**config.mk**
```make
export PLATFORM = sky130hd
export DESIGN_NAME = vid_flywheel
export DESIGN_NICKNAME = d
export VERILOG_FILES = /design/src/rtl/vid_flywheel.sv
export SDC_FILE = /design/constraint.sdc
export NUM_CORES = 1
export LEC_CHECK = 0
export BUFFER_PORTS_ARGS = -buffer_cell sky130_fd_sc_hd__buf_4
export CAP_MARGIN = 20
export CORE_MARGIN = 2
export CORE_UTILIZATION = 45
export DETAILED_ROUTE_END_ITERATION = 16
export PLACE_DENSITY = 0.59
export SETUP_SLACK_MARGIN = 0.4
export SLEW_MARGIN = 20
export SYNTH_ARGS = -nofsm -noshare
export SYNTH_HDL_FRONTEND = slang
export SYNTH_SLANG_ARGS = --single-unit
```
**constraint.sdc**
```tcl
create_clock -name clk -period 6.2 [get_ports clk]
set_input_delay 0 -clock clk [delete_from_list [all_inputs] [get_ports clk]]
set_output_delay 0 -clock clk [all_outputs]
set_load 0.01 [all_outputs]
```
**src/rtl/vid_flywheel.sv**
```systemverilog
module vid_flywheel #(
  parameter int HW = 12,
  parameter int VW = 11,
  parameter int MISS_LIMIT = 3
) (
  input  logic          clk,
  input  logic          rst_n,
  input  logic          pix_en,
  input  logic [9:0]    din,
  input  logic          ext_h,
  input  logic          ext_v,
  input  logic          ext_f,
  input  logic          src_trs,
  input  logic          h_trs_mode,
  input  logic          mode_bypass,
  input  logic          mode_asi,
  output logic          locked,
  output logic          h_out,
  output logic          v_out,
  output logic          f_out,
  output logic [HW-1:0] meas_line_words,
  output logic [HW-1:0] meas_active_words,
  output logic [VW-1:0] meas_frame_lines,
  output logic [VW-1:0] meas_active_lines
);
  localparam int MW = $clog2(MISS_LIMIT + 1);
  localparam logic [HW-1:0] SEQ_LEN = HW'(4);

  logic [9:0] w1, w2, w3;
  logic h_d, v_q, f_cap;
  logic [HW-1:0] hpos, apos, f_tot, f_act, cand_tot, cand_act, sh_tot, sh_act, ghc;
  logic [VW-1:0] vcnt, acnt, cand_lines, cand_alines, sh_lines, sh_alines, gline;
  logic line_seen, apos_ok, fr_seen, f_have, f_ok, cand_ok, lock_q;
  logic [MW-1:0] miss;

  logic run, xyz, ls_evt, as_evt, cur_v, cur_f, boundary;
  logic m_ok, fin_ok, same_cand, line_bad, frame_bad;
  logic [HW-1:0] adj, m_tot, m_act, fin_tot, fin_act;

  assign run    = mode_bypass & ~mode_asi;
  assign xyz    = pix_en & din[9] & (w3[9:2] == 8'hFF) & (w2[9:2] == 8'h00) & (w1[9:2] == 8'h00);
  assign ls_evt = src_trs ? (xyz & din[6])  : (pix_en & ext_h & ~h_d);
  assign as_evt = src_trs ? (xyz & ~din[6]) : (pix_en & ~ext_h & h_d);
  assign cur_v  = src_trs ? din[7] : ext_v;
  assign cur_f  = src_trs ? din[8] : ext_f;
  assign adj    = (src_trs | h_trs_mode) ? SEQ_LEN : '0;
  assign boundary = ls_evt & cur_v & ~v_q;

  assign m_tot = hpos + 1'b1;
  assign m_act = hpos - apos - adj;
  assign m_ok  = line_seen & apos_ok;

  assign fin_tot = f_have ? f_tot : m_tot;
  assign fin_act = f_have ? f_act : m_act;
  assign fin_ok  = fr_seen & f_ok & m_ok & (vcnt != '0) & (fin_tot > HW'(1)) &
                   (!f_have || (m_tot == f_tot && m_act == f_act));
  assign same_cand = cand_ok && cand_tot == fin_tot && cand_act == fin_act &&
                     cand_lines == vcnt && cand_alines == acnt;

  assign line_bad  = (m_tot != sh_tot) || (m_act != sh_act);
  assign frame_bad = boundary && fr_seen && ((vcnt != sh_lines) || (acnt != sh_alines));

  assign locked = lock_q & run;
  assign h_out  = locked & (ghc < (sh_tot - sh_act));
  assign v_out  = locked & (gline < (sh_lines - sh_alines));
  assign f_out  = locked & f_cap;
  assign meas_line_words   = sh_tot;
  assign meas_active_words = sh_act;
  assign meas_frame_lines  = sh_lines;
  assign meas_active_lines = sh_alines;

  always_ff @(posedge clk) begin
    if (!rst_n || !run) begin
      w1 <= '0; w2 <= '0; w3 <= '0; h_d <= 1'b0; v_q <= 1'b0; f_cap <= 1'b0;
      hpos <= '0; apos <= '0; line_seen <= 1'b0; apos_ok <= 1'b0;
      fr_seen <= 1'b0; vcnt <= '0; acnt <= '0;
      f_tot <= '0; f_act <= '0; f_have <= 1'b0; f_ok <= 1'b0;
      cand_ok <= 1'b0; cand_tot <= '0; cand_act <= '0; cand_lines <= '0; cand_alines <= '0;
      sh_tot <= '0; sh_act <= '0; sh_lines <= '0; sh_alines <= '0;
      lock_q <= 1'b0; miss <= '0; ghc <= '0; gline <= '0;
    end else if (pix_en) begin
      w3 <= w2; w2 <= w1; w1 <= din; h_d <= ext_h;

      if (ls_evt) begin
        hpos <= '0; line_seen <= 1'b1; apos_ok <= 1'b0;
      end else if (hpos != '1) begin
        hpos <= hpos + 1'b1;
      end
      if (as_evt) begin
        apos <= hpos; apos_ok <= 1'b1;
      end

      if (lock_q) begin
        if (ghc >= sh_tot - 1'b1) begin
          ghc <= '0;
          gline <= (gline >= sh_lines - 1'b1) ? '0 : gline + 1'b1;
        end else begin
          ghc <= ghc + 1'b1;
        end
      end

      if (ls_evt) begin
        v_q <= cur_v;
        if (boundary) begin
          fr_seen <= 1'b1; vcnt <= VW'(1); acnt <= VW'(!cur_v);
          f_have <= 1'b0; f_ok <= 1'b1; f_cap <= cur_f;
        end else begin
          if (vcnt != '1) vcnt <= vcnt + 1'b1;
          acnt <= acnt + VW'(!cur_v);
          if (!m_ok) f_ok <= 1'b0;
          else if (!f_have) begin
            f_have <= 1'b1; f_tot <= m_tot; f_act <= m_act;
          end else if (m_tot != f_tot || m_act != f_act) f_ok <= 1'b0;
        end

        if (!lock_q) begin
          if (boundary) begin
            if (fin_ok && same_cand) begin
              sh_tot <= fin_tot; sh_act <= fin_act; sh_lines <= vcnt; sh_alines <= acnt;
              lock_q <= 1'b1; miss <= '0; ghc <= HW'(1); gline <= '0;
            end else begin
              cand_ok <= fin_ok; cand_tot <= fin_tot; cand_act <= fin_act;
              cand_lines <= vcnt; cand_alines <= acnt;
            end
          end
        end else if (m_ok) begin
          if (line_bad || frame_bad) begin
            if (miss == MW'(MISS_LIMIT - 1)) begin
              lock_q <= 1'b0; cand_ok <= 1'b0; miss <= '0;
            end else begin
              miss <= miss + 1'b1;
            end
          end else begin
            miss <= '0;
          end
        end
      end
    end
  end

  assert_mode_clear_R1: assert property (@(posedge clk) disable iff (!rst_n)
    !run |=> (!lock_q && sh_tot == '0 && sh_lines == '0));

  assert_lock_on_boundary_R7: assert property (@(posedge clk) disable iff (!rst_n)
    $rose(lock_q) |-> $past(boundary));

  assert_shadow_hold_R7: assert property (@(posedge clk) disable iff (!rst_n)
    (lock_q && $past(lock_q)) |-> ($stable(sh_tot) && $stable(sh_act) && $stable(sh_lines)));

  assert_idle_hold_R8: assert property (@(posedge clk) disable iff (!rst_n)
    (run && !pix_en) |=> ($stable(hpos) && $stable(vcnt) && $stable(ghc)));

  assert_gen_range_R9: assert property (@(posedge clk) disable iff (!rst_n)
    lock_q |-> (ghc < sh_tot && gline < sh_lines));

  assert_loss_count_R11: assert property (@(posedge clk) disable iff (!rst_n)
    ($fell(lock_q) && $past(run)) |-> ($past(miss) == MW'(MISS_LIMIT - 1)));
endmodule

```
==> results.py <==
metrics = {
    "timing": {
        "relSlewSlack": 0.274,
        "tightest_slew_ns": 1.09,
        "setup_tns_ns": 0,
        "fmax_ghz": 0.182,
        "fin_crit_sh": 0.887,
        "slew_violations": 0,
        "setup_violations": 0,
        "rsz0062_at_grt": "no",
        "hold_viol": 0,
        "finClkSkew_ns": 0.0229,
        "min_period_ns": 5.50,
    },
    "logic_synthesis": {
        "synth-edff-count": 0,
        "synth-main-ff-cell": "dfxtp_1",
        "synthDominantCellAreaShare": 0.302,
        "yosysWarnings": 0,
        "synthCells": 1856,
        "synth_area_leaders": "dfxtp_1, ha_1, a21oi_1, xnor2_1, xor2_1",
        "synth.distinct_cells": 76,
        "ys_seq_area_frac": 0.302,
        "netlist_area_sq_um": 14700,
        "async_reset_ff_frac": 0,
        "synth-seq-cells": 221,
        "synthTopCellsByCount": "dfxtp_1, a21oi_1, nor2_1",
        "synthesis.nets": 1972,
        "yosysMostFrequentCell": "dfxtp_1",
        "synth_area_per_cell_sq_um": 7.90,
        "synth_area_leader_cell": "dfxtp_1",
    },
    "worst_setup_path": {
        "path_cells": "inv_1, fa_1, inv_1, ha_1, o211ai_1, o21a_1, xnor2_1, xor2_1, or4_1, or3_1, a2111oi_4, o211a_2, buf_12, nand3_1, a21oi_1",
        "start_kind": "register",
        "slowest_delay_ns": 0.62,
        "critPathKind": "register to register",
        "crit_slowest_cell": "a2111oi_4",
        "required_ns": 6.67,
        "cp-end-kind": "register",
        "crit_path_frequent_cell": "inv_1",
        "crit_fanout": 54,
        "worstPathArrival_ns": 5.97,
    },
    "floorplanning": {
        "die_h_um": 185,
        "die-area_sq_um": 34000,
        "core_area_sq_um": 32300,
        "pin_count": 70,
        "start_util": 0.454,
        "rows": 66,
        "die_w_um": 185,
    },
    "clock_tree": {
        "root_buffer": "clkbuf_16",
        "cts_tree": "done",
        "clk_pin_slew_ns": 0.06,
        "clk_path_buf_depth": 3,
        "h-tree-depth": 1,
        "cts_sinks": 221,
        "cts_buffers": 27,
        "post-cts-setup-buffers": 0,
        "cts_resized": 0,
        "clock_latency_ns": 0.56,
        "postCtsHoldBufs": 12,
    },
    "hold_path": {
        "holdCritPathClass": "primary input to register",
    },
    "placement": {
        "gp_congestion": 0.970,
        "hpwl_mm": 33.1,
        "port_buffers": 67,
    },
    "outcome": {
        "status": "finished clean",
    },
    "layout": {
        "fillerInstances": 3122,
        "utilization": 0.511,
        "fin_nets": 1974,
        "area_growth_pct": 12.6,
        "drive_gt1_frac": 0.0942,
    },
    "detailed_routing": {
        "dr.pass1.iters": 5,
        "num_vias": 13645,
        "wl_mm": 45.5,
        "ant_nets": 0,
        "drt-vias-per-instance": 5.88,
        "drc": 0,
        "wl_per_cell_um": 19.6,
        "drt_iter0_drc": 1034,
    },
    "flow_run": {
        "cap_violations": 0,
    },
    "global_route": {
        "grt_pass1_vias": 12358,
        "grt_overflow": 0,
        "grt_max_degree": 98,
        "antenna_found_initial": 0,
        "grt_usage": 0.264,
        "grt_pass1_wl_mm": 70.8,
    },
    "power_and_ir_drop": {
        "p_leak_nw": 6.17,
        "power_density_nw_per_um2": 202,
        "ir_drop_mv": 0.234,
    },
}
-- where the power goes --
group / internal, mW / switching, mW
Clock: 1.11 / 0.665
Sequential: 1.42 / 0.00222
Combinational: 0.0447 / 0.0865
-- area by class of cell --
class | count | area, sq um | share of cell area
Inverter | 88 | 330 | 0.0200
Tap cell | 442 | 553 | 0.0335
Clock inverter | 15 | 251 | 0.0152
Multi-Input combinational cell | 1415 | 9360 | 0.567
Timing Repair Buffer | 105 | 831 | 0.0503
Sequential cell | 221 | 4420 | 0.268
Clock buffer | 35 | 756 | 0.0458
Antenna cell | 1 | 2.50 | 0.000152
-- registers in the layout, summed over array words and instances (netlist names), 11 cells and up --
signal and flops:
apos 12, hpos 12, cand_lines 11, f_tot 12
f_act 12, ghc 12, meas_active_words 12, gline 11
meas_frame_lines 11, acnt 11, meas_active_lines 11, vcnt 11
cand_tot 12, meas_line_words 12, cand_alines 11, cand_act 12
-- worst max-delay path: cells and delay by family, from the launching register on --
family,cells,cell delay (ns)
xor+xnor,2,0.72
fa+ha+maj,2,0.74
simple gates,3,0.97
buf+inv,3,0.56
compound gates,5,1.79
flops,1,0.57
-- logic make-up after synthesis --
family                   share of synthesized area
adder cells (fa/ha/maj)                     0.0840
AO/OA/AOI/OAI                                0.197
multiplexers                                0.0372
flip-flops                                   0.302
AND/OR/NAND/NOR                              0.217
buffers and inverters                       0.0625
XOR/XNOR                                     0.101
-- cell usage in the layout, fill, tap and decap left out, types with 20 or more instances in the layout --
cell type and n:
xnor2_1 86, nor3_1 20, xor2_1 75, inv_1 84, buf_4 92, a31oi_1 33, a211oi_1 35, clkbuf_16 27
mux2i_1 50, ha_1 92, a21oi_1 181, nand4_1 47, o21ai_0 103, nand2_1 147, dfxtp_1 221, nor2_1 153
nor4_1 22, nand3_1 103
-- metal layers --
metal | up-vias | part of all wire | track usage
met4 | 0 | 0.022 | 0.0624
li1 | 6629 | - | -
met2 | 403 | 0.45 | 0.415
met3 | 65 | 0.058 | 0.0336
met1 | 6548 | 0.48 | 0.382
met5 | - | 0 | 0
-- metrics by stage --
step	worst slack, ns	hold slack, ns	instance area [sq um]	power, mW	std cells
6_report	0.700	0.0347	16500	3.33	2322
2_1_floorplan	2.00	0.147	14700	1.54	1856
3_5_place_dp	0.854	0.243	15400	1.58	2259
3_3_place_gp	0.904	0.236	15400	1.58	2259
4_1_cts	0.807	0.0153	16500	3.36	2321
5_1_grt	0.446	0.0345	16500	3.43	2321
-- final timing paths --
path / slack (ns) / cells after the start / to / from
hold / removal: 0.03 / 5 / acnt[0] / src_trs
setup / recovery: 0.70 / 15 / meas_active_lines[0] / hpos[2]
setup reg to reg: 0.70 / 15 / meas_active_lines[0] / hpos[2]
hold reg to reg: 0.48 / 2 / cand_act[5] / cand_act[5]
(Power assumes the default switching activity.)
